==> config.mk <==
export PLATFORM = sky130hd
export DESIGN_NAME = tf_addr_decode
export DESIGN_NICKNAME = d
export VERILOG_FILES = /design/src/rtl/tf_dec_pkg.sv /design/src/rtl/tf_io_decode.sv /design/src/rtl/tf_ide_decode.sv /design/src/rtl/tf_byte_ptr.sv /design/src/rtl/tf_addr_decode.sv
export SDC_FILE = /design/constraint.sdc
export NUM_CORES = 1
export LEC_CHECK = 0
export ABC_AREA = 1
export BUFFER_PORTS_ARGS = -buffer_cell sky130_fd_sc_hd__buf_4
export CAP_MARGIN = 20
export CORE_UTILIZATION = 39
export CTS_CLUSTER_DIAMETER = 30
export DETAILED_ROUTE_END_ITERATION = 10
export PLACE_DENSITY = 0.75
export SLEW_MARGIN = 20
export SYNTH_ARGS = -nofsm -noshare
export SYNTH_HDL_FRONTEND = slang
export SYNTH_SLANG_ARGS = --single-unit
==> constraint.sdc <==
create_clock -name clk -period 1.2 [get_ports clk]
set_input_delay 0.12 -clock clk [delete_from_list [all_inputs] [get_ports clk]]
set_output_delay 0.12 -clock clk [all_outputs]
set_load 0.005 [all_outputs]
==> src/rtl/tf_dec_pkg.sv <==
package tf_dec_pkg;

   localparam int NUM_SEL = 14;

   typedef enum logic [3:0] {
      SEL_DATA    = 4'd0,
      SEL_ERROR   = 4'd1,
      SEL_FEATURE = 4'd2,
      SEL_SECCNT  = 4'd3,
      SEL_SECNUM  = 4'd4,
      SEL_CYLLO   = 4'd5,
      SEL_CYLHI   = 4'd6,
      SEL_DRVHEAD = 4'd7,
      SEL_STATUS  = 4'd8,
      SEL_COMMAND = 4'd9,
      SEL_ALTSTAT = 4'd10,
      SEL_DEVCTL  = 4'd11,
      SEL_DRVADDR = 4'd12,
      SEL_RSVD    = 4'd13
   } sel_e;

   typedef enum logic [1:0] {
      LANE_NONE = 2'd0,
      LANE_WORD = 2'd1,
      LANE_EVEN = 2'd2,
      LANE_ODD  = 2'd3
   } lane_e;

   // Result of one decode path: which block, which offset, word or byte.
   typedef struct packed {
      logic       hit;
      logic       ctrl;
      logic [2:0] off;
      logic       word;
   } hit_t;

   function automatic sel_e sel_of(input logic ctrl, input logic [2:0] off,
                                   input logic is_wr);
      sel_e s;
      if (!ctrl) begin
         case (off)
            3'd0:    s = SEL_DATA;
            3'd1:    s = is_wr ? SEL_FEATURE : SEL_ERROR;
            3'd2:    s = SEL_SECCNT;
            3'd3:    s = SEL_SECNUM;
            3'd4:    s = SEL_CYLLO;
            3'd5:    s = SEL_CYLHI;
            3'd6:    s = SEL_DRVHEAD;
            default: s = is_wr ? SEL_COMMAND : SEL_STATUS;
         endcase
      end else if (off == 3'd6) begin
         s = is_wr ? SEL_DEVCTL : SEL_ALTSTAT;
      end else begin
         s = is_wr ? SEL_RSVD : SEL_DRVADDR;
      end
      return s;
   endfunction

endpackage

==> src/rtl/tf_io_decode.sv <==
module tf_io_decode
   import tf_dec_pkg::*;
#(
   parameter int               ADDR_W   = 10,
   parameter logic [ADDR_W-5:0] PRI_TASK = 6'h1F,
   parameter logic [ADDR_W-5:0] SEC_TASK = 6'h17,
   parameter logic [ADDR_W-5:0] PRI_CTRL = 6'h3F,
   parameter logic [ADDR_W-5:0] SEC_CTRL = 6'h37,
   parameter bit               SEC_EN   = 1'b1
) (
   input  logic [ADDR_W-1:0] addr,
   input  logic              en_lo_n,
   input  logic              en_hi_n,
   output hit_t              res
);

   localparam int BW = ADDR_W - 4;

   logic [BW-1:0] base;
   logic          task_m;
   logic          ctrl_m;
   logic          both, lo_only, hi_only;

   assign base = addr[ADDR_W-1:4];

   generate
      if (SEC_EN) begin : g_dual
         assign task_m = (base == PRI_TASK) || (base == SEC_TASK);
         assign ctrl_m = (base == PRI_CTRL) || (base == SEC_CTRL);
      end else begin : g_single
         assign task_m = (base == PRI_TASK);
         assign ctrl_m = (base == PRI_CTRL);
      end
   endgenerate

   assign both    = !en_lo_n && !en_hi_n;
   assign lo_only = !en_lo_n &&  en_hi_n;
   assign hi_only =  en_lo_n && !en_hi_n;

   always_comb begin
      res = '0;
      if (task_m && !addr[3]) begin
         if (lo_only) begin
            res.hit = 1'b1;
            res.off = addr[2:0];
         end else if (hi_only && !addr[0]) begin
            res.hit = 1'b1;
            res.off = {addr[2:1], 1'b1};
         end else if (both && addr[2:0] == 3'd0) begin
            res.hit  = 1'b1;
            res.word = 1'b1;
         end
      end else if (ctrl_m && addr[3:1] == 3'b011) begin
         res.ctrl = 1'b1;
         if (lo_only) begin
            res.hit = 1'b1;
            res.off = {2'b11, addr[0]};
         end else if (hi_only && !addr[0]) begin
            res.hit = 1'b1;
            res.off = 3'd7;
         end
      end
   end

endmodule

==> src/rtl/tf_ide_decode.sv <==
module tf_ide_decode
   import tf_dec_pkg::*;
(
   input  logic [2:0] a,
   input  logic       cs0_n,
   input  logic       cs1_n,
   input  logic       dack_n,
   output hit_t       res
);

   always_comb begin
      res = '0;
      if (!dack_n) begin
         if (cs0_n && cs1_n) begin
            res.hit  = 1'b1;
            res.word = 1'b1;
         end
      end else if (!cs0_n && cs1_n) begin
         res.hit  = 1'b1;
         res.off  = a;
         res.word = (a == 3'd0);
      end else if (cs0_n && !cs1_n && a == 3'd6) begin
         res.hit  = 1'b1;
         res.ctrl = 1'b1;
         res.off  = 3'd6;
      end
   end

endmodule

==> src/rtl/tf_byte_ptr.sv <==
module tf_byte_ptr (
   input  logic clk,
   input  logic rst_n,
   input  logic access,
   input  logic data_byte,
   output logic odd
);

   always_ff @(posedge clk) begin
      if (!rst_n)      odd <= 1'b0;
      else if (access) odd <= data_byte ? ~odd : 1'b0;
   end

endmodule

==> src/rtl/tf_addr_decode.sv <==
module tf_addr_decode
   import tf_dec_pkg::*;
#(
   parameter int               ADDR_W   = 10,
   parameter logic [ADDR_W-5:0] PRI_TASK = 6'h1F,
   parameter logic [ADDR_W-5:0] SEC_TASK = 6'h17,
   parameter logic [ADDR_W-5:0] PRI_CTRL = 6'h3F,
   parameter logic [ADDR_W-5:0] SEC_CTRL = 6'h37,
   parameter bit               SEC_EN   = 1'b1
) (
   input  logic              clk,
   input  logic              rst_n,
   input  logic              ide_mode,
   input  logic              en_lo_n,
   input  logic              en_hi_n,
   input  logic [ADDR_W-1:0] addr,
   input  logic              dack_n,
   input  logic              rd_n,
   input  logic              wr_n,
   output logic [13:0]       reg_sel,
   output logic              rd_stb,
   output logic              wr_stb,
   output logic [1:0]        lane,
   output logic              unclaimed
);

   generate
      if (ADDR_W < 5) begin : g_bad_width
         $error("tf_addr_decode: ADDR_W must be at least 5");
      end
      if (PRI_TASK == PRI_CTRL) begin : g_bad_pri
         $error("tf_addr_decode: primary task and control bases collide");
      end
      if (SEC_EN && (SEC_TASK == PRI_TASK || SEC_CTRL == PRI_CTRL)) begin : g_bad_sec
         $error("tf_addr_decode: secondary base equals primary base");
      end
   endgenerate

   hit_t  io_res, ide_res, res;
   logic  rd_act, wr_act, access, conflict, claimed;
   logic  is_data, data_byte, ptr_odd;
   sel_e  sel;

   tf_io_decode #(
      .ADDR_W  (ADDR_W),
      .PRI_TASK(PRI_TASK),
      .SEC_TASK(SEC_TASK),
      .PRI_CTRL(PRI_CTRL),
      .SEC_CTRL(SEC_CTRL),
      .SEC_EN  (SEC_EN)
   ) u_io (
      .addr   (addr),
      .en_lo_n(en_lo_n),
      .en_hi_n(en_hi_n),
      .res    (io_res)
   );

   tf_ide_decode u_ide (
      .a     (addr[2:0]),
      .cs0_n (en_lo_n),
      .cs1_n (en_hi_n),
      .dack_n(dack_n),
      .res   (ide_res)
   );

   assign res      = ide_mode ? ide_res : io_res;
   assign rd_act   = !rd_n &&  wr_n;
   assign wr_act   =  rd_n && !wr_n;
   assign access   = rd_act || wr_act;
   assign conflict = !rd_n && !wr_n;
   assign claimed  = access && res.hit;

   assign sel       = sel_of(res.ctrl, res.off, wr_act);
   assign is_data   = claimed && !res.ctrl && res.off == 3'd0;
   assign data_byte = is_data && !res.word;

   tf_byte_ptr u_ptr (
      .clk      (clk),
      .rst_n    (rst_n),
      .access   (access),
      .data_byte(data_byte),
      .odd      (ptr_odd)
   );

   always_comb begin
      reg_sel = '0;
      if (claimed) reg_sel = NUM_SEL'(1) << sel;
   end

   always_comb begin
      if (!is_data)      lane = LANE_NONE;
      else if (res.word) lane = LANE_WORD;
      else if (ptr_odd)  lane = LANE_ODD;
      else               lane = LANE_EVEN;
   end

   assign rd_stb    = claimed && rd_act;
   assign wr_stb    = claimed && wr_act;
   assign unclaimed = conflict || (access && !res.hit);

endmodule

==> impl_metrics.env, run 1 <==
export IMPL_status="did not finish"
export IMPL_stop_stage="global routing"
export IMPL_stop_error="[ERROR DPL-0038] Utilization greater than 100%, impossible to legalize"
export IMPL_dieHeight_um=43.3
export IMPL_worst_ep_kind="output port"
export IMPL_placed_area_um2=1190
export IMPL_grt_max_degree=8
export IMPL_holdBufCountCts=0
export IMPL_seq_area_frac_synth_pct=3.01
export IMPL_synth_distinct_cells=18
export IMPL_crit_endpoint="reg_sel[5]"
export IMPL_portBuffers=35
export IMPL_num_io_pins=37
export IMPL_dp_hpwl_um=1890
export IMPL_core_rowCount=14
export IMPL_ys_ff_latch=1
export IMPL_fp_dieW_um=43.3
export IMPL_initial_core_util_pct=43.2
export IMPL_syn_nets=153
export IMPL_ys_top_cells_by_area="nand2_1 (19%), nor2_1 (15%), nand3_1 (11%), nand2_2 (9.4%), inv_1 (7.9%)"
export IMPL_yosysWarnings=0
export IMPL_netlist_area_um2=666
export IMPL_place_ws_ns=-0.564
export IMPL_gp_congestion=0.902
export IMPL_synthCells=132
export IMPL_synth_top_area_share_pct=18.6
export IMPL_synth_area_leader_cell="nand2_1"
export IMPL_syn_avg_cell_area_um2=5.04
==> cells in the mapped netlist <==
library cell	count
o21ai_0	2
a21o_1	1
nor3_2	2
a21oi_1	6
nand3_2	5
nor2_1	27
o21ai_2	2
nand2_1	33
ha_1	3
nor2_2	1
dfxtp_1	1
inv_2	6
inv_1	14
nand2_2	10
nand2_4	1
nand3_1	15
nand4_1	2
nor3_1	1
==> what timing repair did <==
item,CTS
pin swaps,21
setup buffers,6
gates cloned,0
endpoints found under the setup margin,20
gates resized for setup,40
==> stage by stage <==
step	cells	utilization (%)	hold slack, ns
global placement	205	77.2	0.376
CTS	211	90.3	0.405
detailed placement	205	77.2	0.403
floorplan	132	-	0.258
==> cells by family after synthesis <==
logic type	after synthesis	share of synthesized area [%]
DFF	1	3.01
and+or+nand+nor	97	70.3
adders and majority gates	3	5.64
buffers and inverters	20	11.3
AOI/OAI and AO/OA	11	9.78
==> run 2: changes to the inputs <==
--- a/config.mk
+++ b/config.mk
@@ -8,10 +8,10 @@
 export ABC_AREA = 1
 export BUFFER_PORTS_ARGS = -buffer_cell sky130_fd_sc_hd__buf_4
 export CAP_MARGIN = 20
-export CORE_UTILIZATION = 39
-export CTS_CLUSTER_DIAMETER = 30
+export CORE_AREA = 2 2 63 65
 export DETAILED_ROUTE_END_ITERATION = 10
-export PLACE_DENSITY = 0.75
+export DIE_AREA = 0 0 65 67
+export PLACE_DENSITY_LB_ADDON = 0.15
 export SLEW_MARGIN = 20
 export SYNTH_ARGS = -nofsm -noshare
 export SYNTH_HDL_FRONTEND = slang
==> constraint.sdc (replaced) <==
create_clock -name clk -period 1.6 [get_ports clk]
set_input_delay 0.16 -clock clk [delete_from_list [all_inputs] [get_ports clk]]
set_output_delay 0.16 -clock clk [all_outputs]
set_load 0.005 [all_outputs]
==> impl_metrics.env, run 2 <==
export IMPL_status="complete, but fails checks"
export IMPL_violations="negative setup slack"
export IMPL_antenna_cells=0
export IMPL_cp_data_arrival_time_ns=1.70
export IMPL_top_register="u_ptr.odd"
export IMPL_core_rowCount=22
export IMPL_final_common_cell="buf_4"
export IMPL_seq_area_frac_synth_pct=3.01
export IMPL_clock_fmax_mhz=537
export IMPL_syn_nets=153
export IMPL_grt_antenna_before_repair=0
export IMPL_drt_wl_total_um=2630
export IMPL_finalCritPeriodShare_pct=116
export IMPL_ys_top_cells_by_area="nand2_1 (19%), nor2_1 (15%), nand3_1 (11%), nand2_2 (9.4%), inv_1 (7.9%)"
export IMPL_synth_top_area_share_pct=18.6
export IMPL_synth_top_family_by_area="simple AND/OR/NAND/NOR gates"
export IMPL_num_io_pins=37
export IMPL_hold_viol=0
export IMPL_endpoint_kind="primary output"
export IMPL_drc_errors=0
export IMPL_worst_pin_slew_ns=0.292
export IMPL_drt_iter0_drc=29
export IMPL_grt_max_degree=8
export IMPL_syn_avg_cell_area_um2=5.04
export IMPL_yosysWarnings=0
export IMPL_grt_ovfl_total=0
export IMPL_async_flop_share_pct=0
export IMPL_drt_wirelength_per_cell_um=10.8
export IMPL_nets=219
export IMPL_synth_adder_area_share_pct=5.64
export IMPL_r2r_cells=3
export IMPL_gp_congestion=0.748
export IMPL_synthCells=132
export IMPL_final_util_pct=41.4
export IMPL_yosysMostFrequentCell="nand2_1"
export IMPL_netlist_top_cells_count="nand2_1 (33), nor2_1 (27), nand3_1 (15)"
export IMPL_slew_violations=0
export IMPL_setup_viol_count_final=17
export IMPL_drive_gt1_share_pct=64.8
export IMPL_crit_type="input port to primary output"
export IMPL_grt_util_all_layers_pct=10.6
export IMPL_cp_max_fo=4
export IMPL_place_ws_ns=-0.222
export IMPL_irDropWorstVdd_mv=0.177
export IMPL_synth_ff_type="dfxtp_1"
export IMPL_fin_ws_ns=-0.261
export IMPL_die_area_um2=4360
export IMPL_synth_xor_area_share_pct=0
export IMPL_synthMuxAreaShare_pct=0
export IMPL_insertion_delay_ns=0
export IMPL_top_regs="u_ptr.odd (1)"
export IMPL_synth_edf_count=0
export IMPL_coreArea_um2=3610
export IMPL_post_route_min_period_ns=1.86
export IMPL_timing_rr_start="u_ptr.odd"
export IMPL_grt_pass1_wl_um=3880
export IMPL_dp_hpwl_um=1910
export IMPL_hold_depth=3
export IMPL_viasPerCell=4.34
export IMPL_leakagePower_nw=0.743
export IMPL_portBuffers=35
export IMPL_fin_skew_ns=0
export IMPL_first_global_vias=1007
export IMPL_holdBufCountCts=0
export IMPL_initial_core_util_pct=18.5
export IMPL_synth_area_leader_cell="nand2_1"
export IMPL_drv_cap=0
export IMPL_dieHeight_um=67
export IMPL_min_from="rst_n"
export IMPL_netlist_area_um2=666
export IMPL_power_density_nw_per_um2=217
export IMPL_rsz0062_at_grt="true"
export IMPL_antenna_left=0
export IMPL_vias=1058
export IMPL_drtPass1Iterations=4
export IMPL_largest_reg_flops=1
export IMPL_clkSlewWorstSetupHoldPaths_ns=0
export IMPL_fp_dieW_um=65
export IMPL_synth_compound_area_share_pct=9.77
export IMPL_mostFrequentLayoutCells="buf_4 (58), nand2_1 (19), nor2_1 (19)"
export IMPL_critPathRequiredTime_ns=1.44
export IMPL_synth_simple_gate_area_share_pct=70.3
export IMPL_areaGrowthSynthToFinish_pct=124
export IMPL_cp_start_kind="input port"
export IMPL_hold_class="input port to flop"
export IMPL_relSlewSlack_pct=80.5
export IMPL_synth_distinct_cells=18
export IMPL_crit_start="addr[0]"
export IMPL_ys_ff_latch=1
run 2: cell counts after synthesis:
No cell type changed its count.
run 2: area by class of cell:
type	count	area, um2
fillers	383	2110
well taps	48	60.1
flip-flops and latches	1	20.0
repair buffers	64	507
inverters	20	80.1
multi-input cells	111	825
run 2: logic make-up after synthesis:
family	Yosys count
DFF	1
AOI/OAI and AO/OA	11
buffers and inverters	20
and+or+nand+nor	97
adders and majority gates	3
run 2: through the flow:
step	area [um2]	instances	hold WS (ns)	TNS [ns]	power [mW]
final	1490	244	0.439	-3.07	0.324
after global routing	1490	244	0.469	-5.34	0.349
after CTS	1300	241	0.442	-1.96	0.284
after detailed placement	1150	236	0.439	-3.16	0.248
after global placement	1150	236	0.418	-3.09	0.247
after floorplan	666	132	0.298	0	0.136
run 2: critical path, cell delays in order:
cell and delay [ns]:
buf_6 0.10, nor2_4 0.15, nand2_8 0.09, o21ai_4 0.18, nand3_2 0.13, nand2_4 0.12, nand3_4 0.09, nand2_1 0.07
nand2_1 0.07, nand2_2 0.11, buf_4 0.11, nand3_1 0.07, nor2_1 0.12, buf_4 0.12
run 2: path summary, 6_finish.rpt:
path                 to  slack (ns)
max reg2reg   u_ptr.odd        0.91
max          reg_sel[8]       -0.26
min reg2reg   u_ptr.odd        0.53
min           u_ptr.odd        0.44
run 2: repair_timing:
item                                    CTS  global route
pin swaps                                22            36
endpoints found under the setup margin   18            17
resized for setup                        31            38
setup buffers                             5             3
run 2: power breakdown:
group / switching [mW] / leakage, nW / internal [mW]
Clock: 0 / 0 / 0
Sequential: 0.000877 / 0.00825 / 0.0277
Combinational: 0.159 / 0.735 / 0.136
Total: 0.160 / 0.743 / 0.164
run 2: per-layer routing:
layer	part of all wire [%]	GRT usage, %
met4	0	0
met2	55	21.0
met1	43	13.3
met3	2.3	0.169
met5	0	0
No activity file was read; power rests on OpenSTA's default activity.
